[config.mk]
export PLATFORM = sky130hd
export DESIGN_NAME = cs_dma
export DESIGN_NICKNAME = d
export VERILOG_FILES = /design/src/rtl/cs_dma_pkg.sv /design/src/rtl/cs_dma_regs.sv /design/src/rtl/cs_dma_pack.sv /design/src/rtl/cs_dma_seq.sv /design/src/rtl/cs_dma.sv
export SDC_FILE = /design/constraint.sdc
export NUM_CORES = 1
export LEC_CHECK = 0
export BUFFER_PORTS_ARGS = -buffer_cell sky130_fd_sc_hd__buf_4
export CAP_MARGIN = 15
export CORE_MARGIN = 2
export CORE_UTILIZATION = 35
export CTS_BUF_LIST = sky130_fd_sc_hd__clkbuf_8
export DETAILED_ROUTE_END_ITERATION = 8
export PLACE_DENSITY = 0.62
export SLEW_MARGIN = 10
export SYNTH_ARGS = -nofsm -noshare
export SYNTH_HDL_FRONTEND = slang
export SYNTH_HIERARCHICAL = 1
export SYNTH_SLANG_ARGS = --single-unit
[constraint.sdc]
create_clock -name clk -period 2.5 [get_ports clk]
set_clock_uncertainty 0.05 [all_clocks]
set_input_delay 0.5 -clock clk [delete_from_list [all_inputs] [get_ports clk]]
set_output_delay 0.5 -clock clk [all_outputs]
set_load 0.03 [all_outputs]
[src/rtl/cs_dma_pkg.sv]
package cs_dma_pkg;
  typedef enum logic [1:0] {
    ST_IDLE  = 2'd0,
    ST_FETCH = 2'd1,
    ST_XFER  = 2'd2,
    ST_STORE = 2'd3
  } xfer_state_t;

  localparam logic [1:0] OFS_DEV   = 2'd0;
  localparam logic [1:0] OFS_ADDR  = 2'd1;
  localparam logic [1:0] OFS_COUNT = 2'd2;
  localparam logic [1:0] OFS_CTRL  = 2'd3;

  localparam int CTRL_GO  = 0;
  localparam int CTRL_DIR = 1;
  localparam int CTRL_CLR = 2;
endpackage

[src/rtl/cs_dma_regs.sv]
module cs_dma_regs
  import cs_dma_pkg::*;
#(
  parameter int AW   = 16,
  parameter int CNTW = 16,
  parameter int DEVW = 8,
  parameter int DW   = 32
) (
  input  logic            clk,
  input  logic            rst_n,
  input  logic            cfg_we,
  input  logic [1:0]      cfg_addr,
  input  logic [DW-1:0]   cfg_wdata,
  input  logic            busy,
  input  logic            adv,
  input  logic            done,
  output logic [AW-1:0]   mem_addr,
  output logic [CNTW-1:0] wcnt,
  output logic [DEVW-1:0] dev_sel,
  output logic            dir_out,
  output logic            irq
);
  logic            wr_ok;
  logic            addr_en, cnt_en, dev_en, dir_en, irq_en;
  logic [AW-1:0]   addr_q, addr_d;
  logic [CNTW-1:0] cnt_q, cnt_d;
  logic [DEVW-1:0] dev_q;
  logic            dir_q, irq_q, irq_d;

  always_comb begin
    wr_ok   = cfg_we && !busy;
    dev_en  = wr_ok && (cfg_addr == OFS_DEV);
    dir_en  = wr_ok && (cfg_addr == OFS_CTRL);
    addr_en = adv || (wr_ok && (cfg_addr == OFS_ADDR));
    cnt_en  = adv || (wr_ok && (cfg_addr == OFS_COUNT));
    addr_d  = adv ? addr_q + 1'b1 : cfg_wdata[AW-1:0];
    cnt_d   = adv ? cnt_q - 1'b1 : cfg_wdata[CNTW-1:0];
    irq_en  = done || (cfg_we && (cfg_addr == OFS_CTRL) && cfg_wdata[CTRL_CLR]);
    irq_d   = done;
  end

  always_ff @(posedge clk or negedge rst_n) begin
    if (!rst_n) begin
      addr_q <= '0;
      cnt_q  <= '0;
      dev_q  <= '0;
      dir_q  <= 1'b0;
      irq_q  <= 1'b0;
    end else begin
      if (addr_en) addr_q <= addr_d;
      if (cnt_en)  cnt_q  <= cnt_d;
      if (dev_en)  dev_q  <= cfg_wdata[DEVW-1:0];
      if (dir_en)  dir_q  <= cfg_wdata[CTRL_DIR];
      if (irq_en)  irq_q  <= irq_d;
    end
  end

  assign mem_addr = addr_q;
  assign wcnt     = cnt_q;
  assign dev_sel  = dev_q;
  assign dir_out  = dir_q;
  assign irq      = irq_q;
endmodule

[src/rtl/cs_dma_pack.sv]
module cs_dma_pack #(
  parameter int DW = 32,
  parameter int BW = 8
) (
  input  logic          clk,
  input  logic          rst_n,
  input  logic          load,
  input  logic [DW-1:0] load_data,
  input  logic          shift_in,
  input  logic          shift_out,
  input  logic          clr,
  input  logic [BW-1:0] din,
  output logic [DW-1:0] word,
  output logic [BW-1:0] dout,
  output logic          full
);
  localparam int NB = DW / BW;
  localparam int CW = (NB > 1) ? $clog2(NB) : 1;

  logic [DW-1:0] buf_q, buf_d;
  logic [CW-1:0] cnt_q, cnt_d;
  logic          buf_en, cnt_en;

  always_comb begin
    buf_en = load || shift_in || shift_out;
    cnt_en = clr || shift_in || shift_out;
    if (load)          buf_d = load_data;
    else if (shift_in) buf_d = {buf_q[DW-BW-1:0], din};
    else               buf_d = {{BW{1'b0}}, buf_q[DW-1:BW]};
    cnt_d = clr ? '0 : cnt_q + 1'b1;
  end

  always_ff @(posedge clk or negedge rst_n) begin
    if (!rst_n) begin
      buf_q <= '0;
      cnt_q <= '0;
    end else begin
      if (buf_en) buf_q <= buf_d;
      if (cnt_en) cnt_q <= cnt_d;
    end
  end

  assign word = buf_q;
  assign dout = buf_q[BW-1:0];
  assign full = (cnt_q == CW'(NB - 1));
endmodule

[src/rtl/cs_dma_seq.sv]
module cs_dma_seq
  import cs_dma_pkg::*;
#(
  parameter int CNTW = 16
) (
  input  logic            clk,
  input  logic            rst_n,
  input  logic            go,
  input  logic            go_dir,
  input  logic            dir,
  input  logic [CNTW-1:0] wcnt,
  input  logic            dev_req,
  input  logic            cyc_gnt,
  input  logic            full,
  output logic            cyc_req,
  output logic            dev_gnt,
  output logic            mem_en,
  output logic            mem_we,
  output logic            adv,
  output logic            load,
  output logic            shift_in,
  output logic            shift_out,
  output logic            done,
  output logic            busy
);
  xfer_state_t st_q, st_d;
  logic        cnt_zero, cnt_one;

  always_comb begin
    cnt_zero  = (wcnt == '0);
    cnt_one   = (wcnt == CNTW'(1));
    st_d      = st_q;
    cyc_req   = 1'b0;
    dev_gnt   = 1'b0;
    mem_en    = 1'b0;
    mem_we    = 1'b0;
    adv       = 1'b0;
    load      = 1'b0;
    shift_in  = 1'b0;
    shift_out = 1'b0;
    done      = 1'b0;
    case (st_q)
      ST_IDLE: begin
        if (go) begin
          if (cnt_zero) done = 1'b1;
          else          st_d = go_dir ? ST_FETCH : ST_XFER;
        end
      end
      ST_FETCH: begin
        cyc_req = 1'b1;
        if (cyc_gnt) begin
          mem_en = 1'b1;
          load   = 1'b1;
          adv    = 1'b1;
          st_d   = ST_XFER;
        end
      end
      ST_XFER: begin
        if (dev_req) begin
          dev_gnt   = 1'b1;
          shift_out = dir;
          shift_in  = !dir;
          if (full) begin
            if (!dir)         st_d = ST_STORE;
            else if (cnt_zero) begin
              done = 1'b1;
              st_d = ST_IDLE;
            end else          st_d = ST_FETCH;
          end
        end
      end
      default: begin
        cyc_req = 1'b1;
        if (cyc_gnt) begin
          mem_en = 1'b1;
          mem_we = 1'b1;
          adv    = 1'b1;
          if (cnt_one) begin
            done = 1'b1;
            st_d = ST_IDLE;
          end else begin
            st_d = ST_XFER;
          end
        end
      end
    endcase
  end

  always_ff @(posedge clk or negedge rst_n) begin
    if (!rst_n) st_q <= ST_IDLE;
    else        st_q <= st_d;
  end

  assign busy = (st_q != ST_IDLE);
endmodule

[src/rtl/cs_dma.sv]
module cs_dma
  import cs_dma_pkg::*;
#(
  parameter int AW   = 16,
  parameter int CNTW = 16,
  parameter int DEVW = 8,
  parameter int DW   = 32,
  parameter int BW   = 8
) (
  input  logic            clk,
  input  logic            rst_n,
  input  logic            cfg_we,
  input  logic [1:0]      cfg_addr,
  input  logic [DW-1:0]   cfg_wdata,
  output logic            irq,
  output logic            busy,
  output logic            cyc_req,
  input  logic            cyc_gnt,
  output logic            mem_en,
  output logic            mem_we,
  output logic [AW-1:0]   mem_addr,
  output logic [DW-1:0]   mem_wdata,
  input  logic [DW-1:0]   mem_rdata,
  output logic [DEVW-1:0] dev_sel,
  input  logic            dev_req,
  output logic            dev_gnt,
  input  logic [BW-1:0]   dev_din,
  output logic [BW-1:0]   dev_dout
);
  logic [1:0]      rst_sync;
  logic            rst_int_n;
  logic            go, adv, done, load, shift_in, shift_out, full, dir;
  logic [CNTW-1:0] wcnt;

  always_ff @(posedge clk or negedge rst_n) begin
    if (!rst_n) rst_sync <= 2'b00;
    else        rst_sync <= {rst_sync[0], 1'b1};
  end
  assign rst_int_n = rst_sync[1];

  assign go = cfg_we && (cfg_addr == OFS_CTRL) && cfg_wdata[CTRL_GO];

  cs_dma_regs #(.AW(AW), .CNTW(CNTW), .DEVW(DEVW), .DW(DW)) u_regs (
    .clk(clk), .rst_n(rst_int_n), .cfg_we(cfg_we), .cfg_addr(cfg_addr),
    .cfg_wdata(cfg_wdata), .busy(busy), .adv(adv), .done(done),
    .mem_addr(mem_addr), .wcnt(wcnt), .dev_sel(dev_sel), .dir_out(dir),
    .irq(irq)
  );

  cs_dma_pack #(.DW(DW), .BW(BW)) u_pack (
    .clk(clk), .rst_n(rst_int_n), .load(load), .load_data(mem_rdata),
    .shift_in(shift_in), .shift_out(shift_out), .clr(mem_en), .din(dev_din),
    .word(mem_wdata), .dout(dev_dout), .full(full)
  );

  cs_dma_seq #(.CNTW(CNTW)) u_seq (
    .clk(clk), .rst_n(rst_int_n), .go(go), .go_dir(cfg_wdata[CTRL_DIR]),
    .dir(dir), .wcnt(wcnt), .dev_req(dev_req), .cyc_gnt(cyc_gnt),
    .full(full), .cyc_req(cyc_req), .dev_gnt(dev_gnt), .mem_en(mem_en),
    .mem_we(mem_we), .adv(adv), .load(load), .shift_in(shift_in),
    .shift_out(shift_out), .done(done), .busy(busy)
  );
endmodule

==> results of run 1 <==
[how the worst min path moves through the flow]
stage	start	slack, ns	endpoint	depth (start not counted)
CTS	mem_rdata[30]	0.27	u_pack/word[30]$_DFFE_PN0P_	3
global route	mem_rdata[30]	0.27	u_pack/word[30]$_DFFE_PN0P_	3
finish	rst_sync[1]$_DFF_PN0_	0.26	u_pack/word[5]$_DFFE_PN0P_	0
floorplan	rst_n	0.15	rst_sync[0]$_DFF_PN0_	0
global placement	rst_n	0.23	rst_sync[0]$_DFF_PN0_	1
detailed placement	rst_n	0.23	rst_sync[0]$_DFF_PN0_	1
[area by class of cell]
| type | count | area, µm² | area share (%) |
|---|---|---|---|
| sequential | 80 | 2010 | 33.6 |
| multi-input combinational | 351 | 2410 | 40.4 |
| timing repair buffer | 144 | 1120 | 18.8 |
| clock buffer | 10 | 138 | 2.31 |
| inverter | 10 | 37.5 | 0.629 |
| clock inverter | 5 | 33.8 | 0.566 |
| tap | 176 | 220 | 3.69 |
[synth_stat cells, types with 4 or more instances]
master | count | share of area (%)
o21ai_1 | 29 | 3.1
nor4_1 | 8 | 1.1
a31oi_1 | 4 | 0.53
xor2_1 | 5 | 0.94
o221a_2 | 4 | 0.96
nand2_1 | 17 | 1.4
a22oi_1 | 24 | 3.9
nor3b_2 | 6 | 1.6
xnor2_1 | 11 | 2.1
a211oi_1 | 19 | 3.0
nor3_1 | 9 | 0.96
mux2_2 | 9 | 2.2
nor2_1 | 19 | 1.5
nand4_1 | 9 | 1.2
clkbuf_1 | 12 | 0.96
inv_1 | 10 | 0.80
and3b_1 | 24 | 4.5
nor2b_1 | 18 | 2.4
o21ai_0 | 10 | 1.1
buf_4 | 12 | 1.9
nand3_1 | 10 | 1.1
dfrtp_1 | 80 | 43
buf_6 | 5 | 1.2
buf_2 | 12 | 1.3
a21oi_1 | 58 | 6.2
mux2i_1 | 4 | 0.86
[state kept, by name, summed over array words and instances, names as in the netlist]
signal and flops:
u_regs/dev_sel 8, u_regs/irq 1, u_regs/dir_out 1, u_pack/cnt_q 2, u_regs/mem_addr 16, u_pack/word 32, u_seq/st_q 2, u_regs/wcnt 16
rst_sync 2
[repair_timing]
| action | in CTS | in global routing |
|---|---|---|
| hold endpoints to repair | 2 | 0 |
| hold buffers | 1 | 0 |
| gates resized for setup | 0 | 0 |
[cells by family after synthesis]
kind of cell    share of synthesized area (%)
simple gates                             21.7
flops                                    42.8
mux                                      3.02
fa+ha+maj                               0.802
other cells                            0.0801
compound gates                           22.3
buf+inv                                  6.28
xor+xnor                                 2.99
[stage by stage]
stage,utilization (%),power [W],worst slack [ns],instances,hold slack (ns)
6_report,45.4,0.00682,0.298,776,0.261
5_1_grt,45.4,0.00730,0.179,776,0.271
4_1_cts,45.4,0.00688,0.319,776,0.269
3_5_place_dp,44.1,0.00598,0.334,760,0.234
3_3_place_gp,44.1,0.00590,0.359,760,0.233
2_1_floorplan,-,0.00485,0.0570,483,0.154
[where the power goes]
part	switching, W	total [W]	internal [W]	leakage [nW]
Sequential	0.000606	0.00239	0.00178	0.940
Combinational	0.00210	0.00356	0.00146	1.58
Clock	0.000487	0.000867	0.000380	0.0841
[metal layers]
metal	wire length, µm	share of wire (%)	global-route usage (%)	up-vias
met2	5960	47	28.5	167
met5	0	0	0	-
li1	-	-	-	2026
met3	932	7.3	4.61	15
met1	5710	45	24.1	1999
met4	203	1.6	5.66	0
==> results.yml, run 1 <==
sta:
  grt_setup_unrepaired: "no"
  hold_viol_final: 0
  slew_headroom_pct: 59.8
  fmax_mhz: 454
  final.setup.tns_ns: 0
  setup_viol: 0
  period_share_pct: 88.1
  maxSlewViolCount: 0
  tightestPinTransition_ns: 0.603
  period_minus_slack_ns: 2.20
synth:
  synth_seq_area_share_pct: 42.8
  synthArstFlopShare_pct: 100
  yosysUniqueCellTypes: 66
  ys_seq_elements: 80
  synth_area_um2: 4680
  synth_edf_count: 0
  synth.net_count: 565
  yosysWarnings: 6
  syn_area_per_cell_um2: 9.69
  postSynthCellCount: 483
  synth_flop_cell: "dfrtp_1"
floorplan:
  pin_count: 149
  dieWidth_um: 120
  fp.dieH_um: 120
  start_util_pct: 35.6
  rows: 42
  coreArea_um2: 13100
  dieArea_um2: 14300
worst_setup_path:
  start_kind: "flop"
  worstPathCellList: "nor2_1 -> inv_1 -> and4bb_2 -> nor2_1 -> o31a_2 -> a311oi_1"
  max_stage_delay_ns: 0.55
  crit_required_ns: 2.72
  setup.worst_path.end_class: "flop"
  r2r_end: "u_regs/wcnt[11]$_DFFE_PN0P_"
  critPathMaxFanout: 18
  cpMostUsedCell: "nor2_1"
  rr_worst_depth: 6
  r2r_start: "u_seq/st_q[0]$_DFFE_PN0P_"
  startpoint: "u_seq/st_q[0]$_DFFE_PN0P_"
  endpoint: "u_regs/wcnt[11]$_DFFE_PN0P_"
  critPathTopFamily: "simple AND/OR/NAND/NOR gates"
  r2r_slack_ns: 0.30
  cp.arrival_ns: 2.43
  cp.depth: 6
  cpMaxStageDelayCell: "and4bb_2"
  cp_num_buf_inv: 1
  crit_type: "reg -> reg"
detailed_routing:
  drtPass1Iterations: 5
  vias_per_cell: 5.42
  drc_errors: 0
  num_vias: 4207
  routed_wl_um: 12800
  wire_per_inst_um: 16.5
  first_iter_violations: 350
  ant_nets: 0
global_routing:
  antenna_found_initial: 0
  grt-ovfl-total: 0
  grt_pass1_vias: 4004
  grt_max_degree: 65
  grt_use_total_pct: 18.0
  grt_pass1_wl_um: 20600
layout:
  layout.nets: 678
  drive_above_1_share_pct: 33.0
  final_cell_area_um2: 5970
  final_common_cell: "buf_4"
  n_fill_cell: 1250
  n_antenna_cell: 0
  area_delta_synth_final_pct: 27.6
  final_cell_mix: "140 x buf_4, 79 x dfrtp_1, 58 x a21oi_1, 29 x o21ai_1"
worst_hold_path:
  holdCritPathClass: "reg -> async"
cts:
  clk_path_buf_depth: 2
  clkLatencyLatePin_ns: 0.37
  cts_root_buffer: "clkbuf_8"
  ctsHtreeMaxLevel: 3
  clock_sink_count: 80
  cts_tree: "built"
  path_clk_slew_ns: 0.08
  cts_made_buffers: 9
  cts_setup_buffers: 0
job:
  cap_violations: 0
power_and_ir_drop:
  leakage_nw: 2.60
  pwr_density_cell_nw_per_um2: 1140
  ir_drop_mv: 0.631
run_status:
  outcome: "finished clean"
placement:
  placed_area_um2: 5790
  gp_congestion: 0.850
  io_buffers: 132
  hpwl_um: 9040
Power figures use the tool's default switching activity.
==> run 2: changes to the inputs <==
--- a/config.mk
+++ b/config.mk
@@ -11,7 +11,7 @@
 export CORE_UTILIZATION = 35
 export CTS_BUF_LIST = sky130_fd_sc_hd__clkbuf_8
 export DETAILED_ROUTE_END_ITERATION = 8
-export PLACE_DENSITY = 0.62
+export PLACE_DENSITY = 0.59
 export SLEW_MARGIN = 10
 export SYNTH_ARGS = -nofsm -noshare
 export SYNTH_HDL_FRONTEND = slang
==> constraint.sdc (replaced) <==
create_clock -name clk -period 2.55 [get_ports clk]
set_clock_uncertainty 0.05 [all_clocks]
set_input_delay 0.51 -clock clk [delete_from_list [all_inputs] [get_ports clk]]
set_output_delay 0.51 -clock clk [all_outputs]
set_load 0.03 [all_outputs]
==> run 2 against run 1 <==
- non-clock buffer count is 3 higher
- wire length decreased by 2.4%
- total power grew 1.3%
- die area unchanged
- combinational power is essentially flat
- critical path depth stayed put
- worst setup slack better by 0.099 ns
- register-to-register slack improved by 0.099 ns
- sequential cell count did not move
- global-route usage decreased by 0.18 points
- clock power increased by 22%
- sequential share of layout area decreased by 0.32 points
- critical endpoint unchanged
- largest cell class unchanged
- largest power group unchanged
==> results.yml, run 2 (synthesis results as in run 1) <==
sta:
  fmax_mhz: 464
  period_share_pct: 84.4
  fin_ws_ns: 0.397
  final.setup.tns_ns: 0
  tightestPinTransition_ns: 0.607
  maxSlewViolCount: 0
  hold_viol_final: 0
  period_minus_slack_ns: 2.15
  slew_headroom_pct: 59.5
  grt_setup_unrepaired: "no"
  setup_viol: 0
run_status:
  outcome: "finished clean"
detailed_routing:
  num_vias: 4166
  first_iter_violations: 348
  routed_wl_um: 12500
  drc_errors: 0
  drtPass1Iterations: 4
  vias_per_cell: 5.35
  ant_nets: 0
  wire_per_inst_um: 16.0
layout:
  area_delta_synth_final_pct: 28.8
  drive_above_1_share_pct: 33.3
  largest_reg_flops: 32
  final_common_cell: "buf_4"
  post-route-util_pct: 45.9
  n_antenna_cell: 0
  layout.nets: 681
  final_cell_mix: "144 x buf_4, 79 x dfrtp_1, 58 x a21oi_1, 29 x o21ai_1"
worst_hold_path:
  holdCritPathClass: "reg -> async"
cts:
  ctsHtreeMaxLevel: 3
  cts_setup_buffers: 0
  path_clk_slew_ns: 0.08
  cts_made_buffers: 9
  clkLatencyLatePin_ns: 0.37
  clock_sink_count: 80
  cts_tree: "built"
  clk_path_buf_depth: 2
  cts_root_buffer: "clkbuf_8"
placement:
  post-place-ws_ns: 0.408
  io_buffers: 132
  gp_congestion: 0.831
  hpwl_um: 8700
worst_setup_path:
  start_kind: "flop"
  cp.arrival_ns: 2.37
  setup.worst_path.end_class: "flop"
  startpoint: "u_seq/st_q[1]$_DFFE_PN0P_"
  crit_type: "reg -> reg"
  r2r_start: "u_seq/st_q[1]$_DFFE_PN0P_"
  r2r_slack_ns: 0.40
  rr_worst_depth: 6
  crit_required_ns: 2.76
  r2r_end: "u_regs/wcnt[11]$_DFFE_PN0P_"
  critPathMaxFanout: 11
  endpoint: "u_regs/wcnt[11]$_DFFE_PN0P_"
power_and_ir_drop:
  clkPwrFrac_pct: 15.3
  combPwrFrac_pct: 51.3
  leakage_nw: 2.64
  ir_drop_mv: 0.756
  netSwitchingFraction_pct: 45.4
  pwr-share-seq_pct: 33.4
  power_w: 0.00691
  pwr_density_cell_nw_per_um2: 1150
  p_int_w: 0.00377
  p_sw_w: 0.00314
global_routing:
  grt-ovfl-total: 0
  grt_max_degree: 67
  grt_pass1_vias: 3881
  grt_pass1_wl_um: 20500
  grt_use_total_pct: 17.8
  antenna_found_initial: 0
floorplan:
  dieWidth_um: 120
  dieArea_um2: 14300
  pin_count: 149
  coreArea_um2: 13100
  start_util_pct: 35.6
  fp.dieH_um: 120
  rows: 42
job:
  cap_violations: 0
run 2: changes by cell type in the layout (fill, tap and decap cells not counted), sizes merged:
| cell | delta |
|---|---|
| buf | +3 |
| bufinv | +2 |
| clkinv | -1 |
| clkinvlp | -1 |
run 2: area by class of cell:
| type | instances | area (µm²) |
|---|---|---|
| Clock inverter | 5 | 81.3 |
| Multi-Input combinational cell | 351 | 2410 |
| Clock buffer | 10 | 138 |
| Inverter | 10 | 37.5 |
| Timing Repair Buffer | 147 | 1130 |
| Tap cell | 176 | 220 |
| Sequential cell | 80 | 2010 |
| Fill cell | 1308 | 7110 |
run 2: worst max-delay path, stage by stage (launching register included):
cell and delay [ns]:
dfrtp_1 0.38, nor2_1 0.19, inv_1 0.18, and4bb_2 0.50, nor2_1 0.16, o31a_2 0.34
a311oi_1 0.25
run 2: how the worst min path moves through the flow:
stage / end / slack [ns] / cells after the start
final: u_pack/word[3]$_DFFE_PN0P_ / 0.25 / 0
after global routing: u_pack/word[24]$_DFFE_PN0P_ / 0.29 / 3
after CTS: u_pack/word[24]$_DFFE_PN0P_ / 0.27 / 0
after detailed placement: rst_sync[0]$_DFF_PN0_ / 0.25 / 1
after global placement: rst_sync[0]$_DFF_PN0_ / 0.24 / 1
after floorplan: rst_sync[0]$_DFF_PN0_ / 0.16 / 0
run 2: per-layer routing:
layer / share of wire, % / track usage, % / vias up
li1: - / - / 2028
met1: 47 / 25.5 / 1969
met4: 2.2 / 7.43 / 0
met2: 43 / 25.9 / 151
met5: 0 / 0 / -
met3: 7.2 / 3.94 / 18
run 2: repair_timing:
action,CTS,global route
hold endpoints to repair,2,0
hold buffers,1,0
gates resized for setup,0,0
run 2: through the flow:
step           cells  instance area, µm²  hold WS [ns]
6_report         779                6030         0.250
3_3_place_gp     763                5800         0.244
5_1_grt          779                6030         0.291
2_1_floorplan    483                4680         0.164
3_5_place_dp     763                5800         0.246
4_1_cts          779                6030         0.271
run 2: power by group through the flow:
stage               registers, W  logic [W]  clock network, W
finish                   0.00231    0.00354           0.00106
global placement         0.00230    0.00350                 0
global route             0.00239    0.00383           0.00116
detailed placement       0.00232    0.00355                 0
floorplan                0.00289    0.00186                 0
CTS                      0.00230    0.00356           0.00110
==> run 3: changes to the inputs <==
--- a/config.mk
+++ b/config.mk
@@ -5,13 +5,14 @@
 export SDC_FILE = /design/constraint.sdc
 export NUM_CORES = 1
 export LEC_CHECK = 0
+export ABC_AREA = 1
 export BUFFER_PORTS_ARGS = -buffer_cell sky130_fd_sc_hd__buf_4
 export CAP_MARGIN = 15
 export CORE_MARGIN = 2
 export CORE_UTILIZATION = 35
 export CTS_BUF_LIST = sky130_fd_sc_hd__clkbuf_8
 export DETAILED_ROUTE_END_ITERATION = 8
-export PLACE_DENSITY = 0.59
+export PLACE_DENSITY = 0.61
 export SLEW_MARGIN = 10
 export SYNTH_ARGS = -nofsm -noshare
 export SYNTH_HDL_FRONTEND = slang
==> constraint.sdc (replaced) <==
create_clock -name clk -period 1.7 [get_ports clk]
set_clock_uncertainty 0.05 [all_clocks]
set_input_delay 0.34 -clock clk [delete_from_list [all_inputs] [get_ports clk]]
set_output_delay 0.34 -clock clk [all_outputs]
set_load 0.03 [all_outputs]
==> run 3 against run 2 <==
- the flow now finishes with violations (negative setup slack)
- critical path depth decreased by 1
- first-iteration DRC count decreased by 40%
- final area increased by 10%
- via count up 19%
- cell count increased by 33%
- area after synthesis rose by 6.3%
- clock power grew 23%
- hold slack got worse by 0.11 ns
- critical path type is now reg -> out
- largest power group unchanged
==> results.yml, run 3 <==
run_status:
  outcome: "finished, violations left"
  violations: "negative setup slack"
detailed_routing:
  wire_per_inst_um: 13.4
  vias_per_cell: 4.79
  first_iter_violations: 209
  routed_wl_um: 13900
  num_vias: 4961
  ant_nets: 0
  drc_errors: 0
  drtPass1Iterations: 5
worst_setup_path:
  cpMostUsedCell: "buf_6"
  critPathMaxFanout: 4
  worstPathCellList: "buf_6 -> nand2_4 -> buf_6 -> nor2_4 -> buf_6"
  start_kind: "flop"
  cp.arrival_ns: 1.32
  cpMaxStageDelayCell: "dfrtp_1"
  r2r_start: "u_seq/st_q[0]$_DFFE_PN0P_"
  cp_num_buf_inv: 3
  setup.worst_path.end_class: "primary output"
  max_stage_delay_ns: 0.42
  crit_required_ns: 1.31
  crit_type: "reg -> out"
  critPathTopFamily: "flip-flops"
  r2r_slack_ns: 0.04
  rr_worst_depth: 10
  r2r_end: "u_regs/mem_addr[12]$_DFFE_PN0P_"
floorplan:
  dieArea_um2: 15200
  coreArea_um2: 13900
  start_util_pct: 35.8
  fp.dieH_um: 123
  dieWidth_um: 123
  rows: 43
  pin_count: 149
cts:
  cts_root_buffer: "clkbuf_8"
  path_clk_slew_ns: 0.08
  cts_tree: "built"
  clock_sink_count: 80
  ctsHtreeMaxLevel: 3
  cts_made_buffers: 9
  clkLatencyLatePin_ns: 0.37
  clk_path_buf_depth: 2
layout:
  area_delta_synth_final_pct: 33.3
  layout.nets: 933
  n_antenna_cell: 0
  n_fill_cell: 1454
  drive_above_1_share_pct: 27.7
  final_common_cell: "nand2_1"
  layout.cells.non_filler: 1036
  largest_reg_flops: 32
  final_cell_mix: "244 x nand2_1, 152 x buf_4, 96 x nand3_1, 78 x dfrtp_1, 61 x nor2_1"
synth:
  ys_top_cells_by_count: "249 x nand2_1, 98 x nand3_1, 80 x dfrtp_1"
  yosysWarnings: 6
  synth_flop_cell: "dfrtp_1"
  synth_area_um2: 4970
  ys_seq_elements: 80
  synth-simple-area-share_pct: 41.2
  synthArstFlopShare_pct: 100
  yosysTopAreaCellShare_pct: 40.3
  synth.net_count: 786
  synth_compound_area_share_pct: 6.67
  yosysUniqueCellTypes: 40
  synthTopCellsByArea: "dfrtp_1 40%, nand2_1 19%, nand3_1 9.9%"
  synth_seq_area_share_pct: 40.3
  synth_edf_count: 0
  postSynthCellCount: 704
  yosysTopAreaCell: "dfrtp_1"
  synthMuxAreaShare_pct: 0.679
  syn_area_per_cell_um2: 7.06
  yosysMostFrequentCell: "nand2_1"
  synth_top_family_by_area: "simple AND/OR/NAND/NOR gates"
  synth_fa_ha_area_share_pct: 0.755
  synth_xor_area_share_pct: 0.352
placement:
  post-place-ws_ns: 0.000102
  placedCellCount: 1009
  gp_congestion: 0.854
  io_buffers: 132
  hpwl_um: 9940
global_routing:
  antenna_found_initial: 0
  grt_pass1_wl_um: 22900
  grt_use_total_pct: 19.2
  grt_pass1_vias: 4751
  grt-ovfl-total: 0
  grt_max_degree: 79
power_and_ir_drop:
  leakage_nw: 3.40
  pwr_density_cell_nw_per_um2: 1810
  ir_drop_mv: 0.703
worst_hold_path:
  worstHoldPathCells: 3
  hp-start: "mem_rdata[28]"
  min_to: "u_pack/word[28]$_DFFE_PN0P_"
  holdCritPathClass: "in -> reg"
sta:
  fmax_mhz: 586
  period_share_pct: 100
  period_minus_slack_ns: 1.71
  setup_viol: 1
  grt_setup_unrepaired: "yes"
  maxSlewViolCount: 0
  hold_viol_final: 0
  fin_ws_ns: -0.00524
job:
  cap_violations: 0
==> run 3: cell count changes after synthesis, moves of 24 or more <==
cell     previous run  this run
inv_1              10        53
nor2_1             19        66
nand3_1            10        98
and3b_1            24         0
a21oi_1            58         9
nand2_1            17       249
a22oi_1            24         0
o21ai_1            29         1
==> run 3: repair_timing <==
action / CTS / global route
hold buffers: 1 / 0
setup buffers: 4 / 5
cloned: 1 / 0
setup endpoints to repair: 4 / 65
resized for setup: 7 / 42
pin swaps: 2 / 10
endpoints found under the hold margin: 2 / 0
==> run 3: area by class of cell <==
type | count | area (µm²) | share of cell area (%)
clock buffers | 10 | 138 | 2.08
clock inverters | 6 | 36.3 | 0.547
inverters | 61 | 265 | 4.00
multi-input cells | 529 | 2560 | 38.6
flip-flops and latches | 80 | 2010 | 30.3
well taps | 180 | 225 | 3.40
repair buffers | 170 | 1400 | 21.1
==> run 3: power breakdown <==
part | leakage (nW) | internal (W) | switching [W] | total [W]
logic | 2.31 | 0.00268 | 0.00426 | 0.00694
clock network | 0.0855 | 0.000560 | 0.000736 | 0.00130
registers | 1.01 | 0.00277 | 0.000985 | 0.00375
==> run 3: per-stage QoR <==
| stage | area [µm²] | power [W] | utilization (%) | hold WS, ns | TNS (ns) |
|---|---|---|---|---|---|
| final | 6630 | 0.0120 | 47.8 | 0.138 | -0.00524 |
| after global routing | 6630 | 0.0130 | 47.8 | 0.132 | -0.699 |
| after CTS | 6460 | 0.0118 | 46.5 | 0.123 | -0.00978 |
| after detailed placement | 6190 | 0.0103 | 44.6 | 0.0744 | 0 |
| after global placement | 6190 | 0.0103 | 44.6 | 0.0745 | 0 |
| after floorplan | 4980 | 0.00819 | - | -0.00559 | 0 |
==> run 3: worst reg2reg max path, delay by kind of cell, from the launching register on <==
family | cells | cell delay (ns)
AOI/OAI and AO/OA | 1 | 0.11
buffers and inverters | 4 | 0.33
DFF | 1 | 0.46
and+or+nand+nor | 5 | 0.65
==> run 3: worst max path at each step <==
stage               depth (start not counted)                      start                           to  slack, ns
floorplan                                  12  u_seq/st_q[1]$_DFFE_PN0P_  u_regs/wcnt[11]$_DFFE_PN0P_       0.03
global placement                           11  u_seq/st_q[0]$_DFFE_PN0P_  u_regs/wcnt[10]$_DFFE_PN0P_       0.02
detailed placement                         11  u_seq/st_q[0]$_DFFE_PN0P_  u_regs/wcnt[10]$_DFFE_PN0P_     0.0001
CTS                                         5  u_seq/st_q[1]$_DFFE_PN0P_                      dev_gnt      -0.01
global route                                5  u_seq/st_q[1]$_DFFE_PN0P_                      dev_gnt      -0.07
finish                                      5  u_seq/st_q[1]$_DFFE_PN0P_                      dev_gnt     -0.005
==> run 3: cell families (layout without fill, tap and decap cells) <==
kind of cell | after synthesis | in the layout
buffers and inverters | 95 | 247
flip-flops | 80 | 80
multiplexers | 3 | 3
AND/OR/NAND/NOR | 464 | 464
XOR/XNOR | 2 | 2
other | 1 | 1
adder cells (fa/ha/maj) | 3 | 3
AO/OA/AOI/OAI | 56 | 56
==> run 3: metal layers <==
layer  track usage, %  share of wire, %  vias to the layer above
met5                0                 0                        -
met3             4.15               5.4                        8
met1             25.5                46                     2305
met2             31.5                48                      112
li1                 -                 -                     2536
met4             5.18              0.98                        0
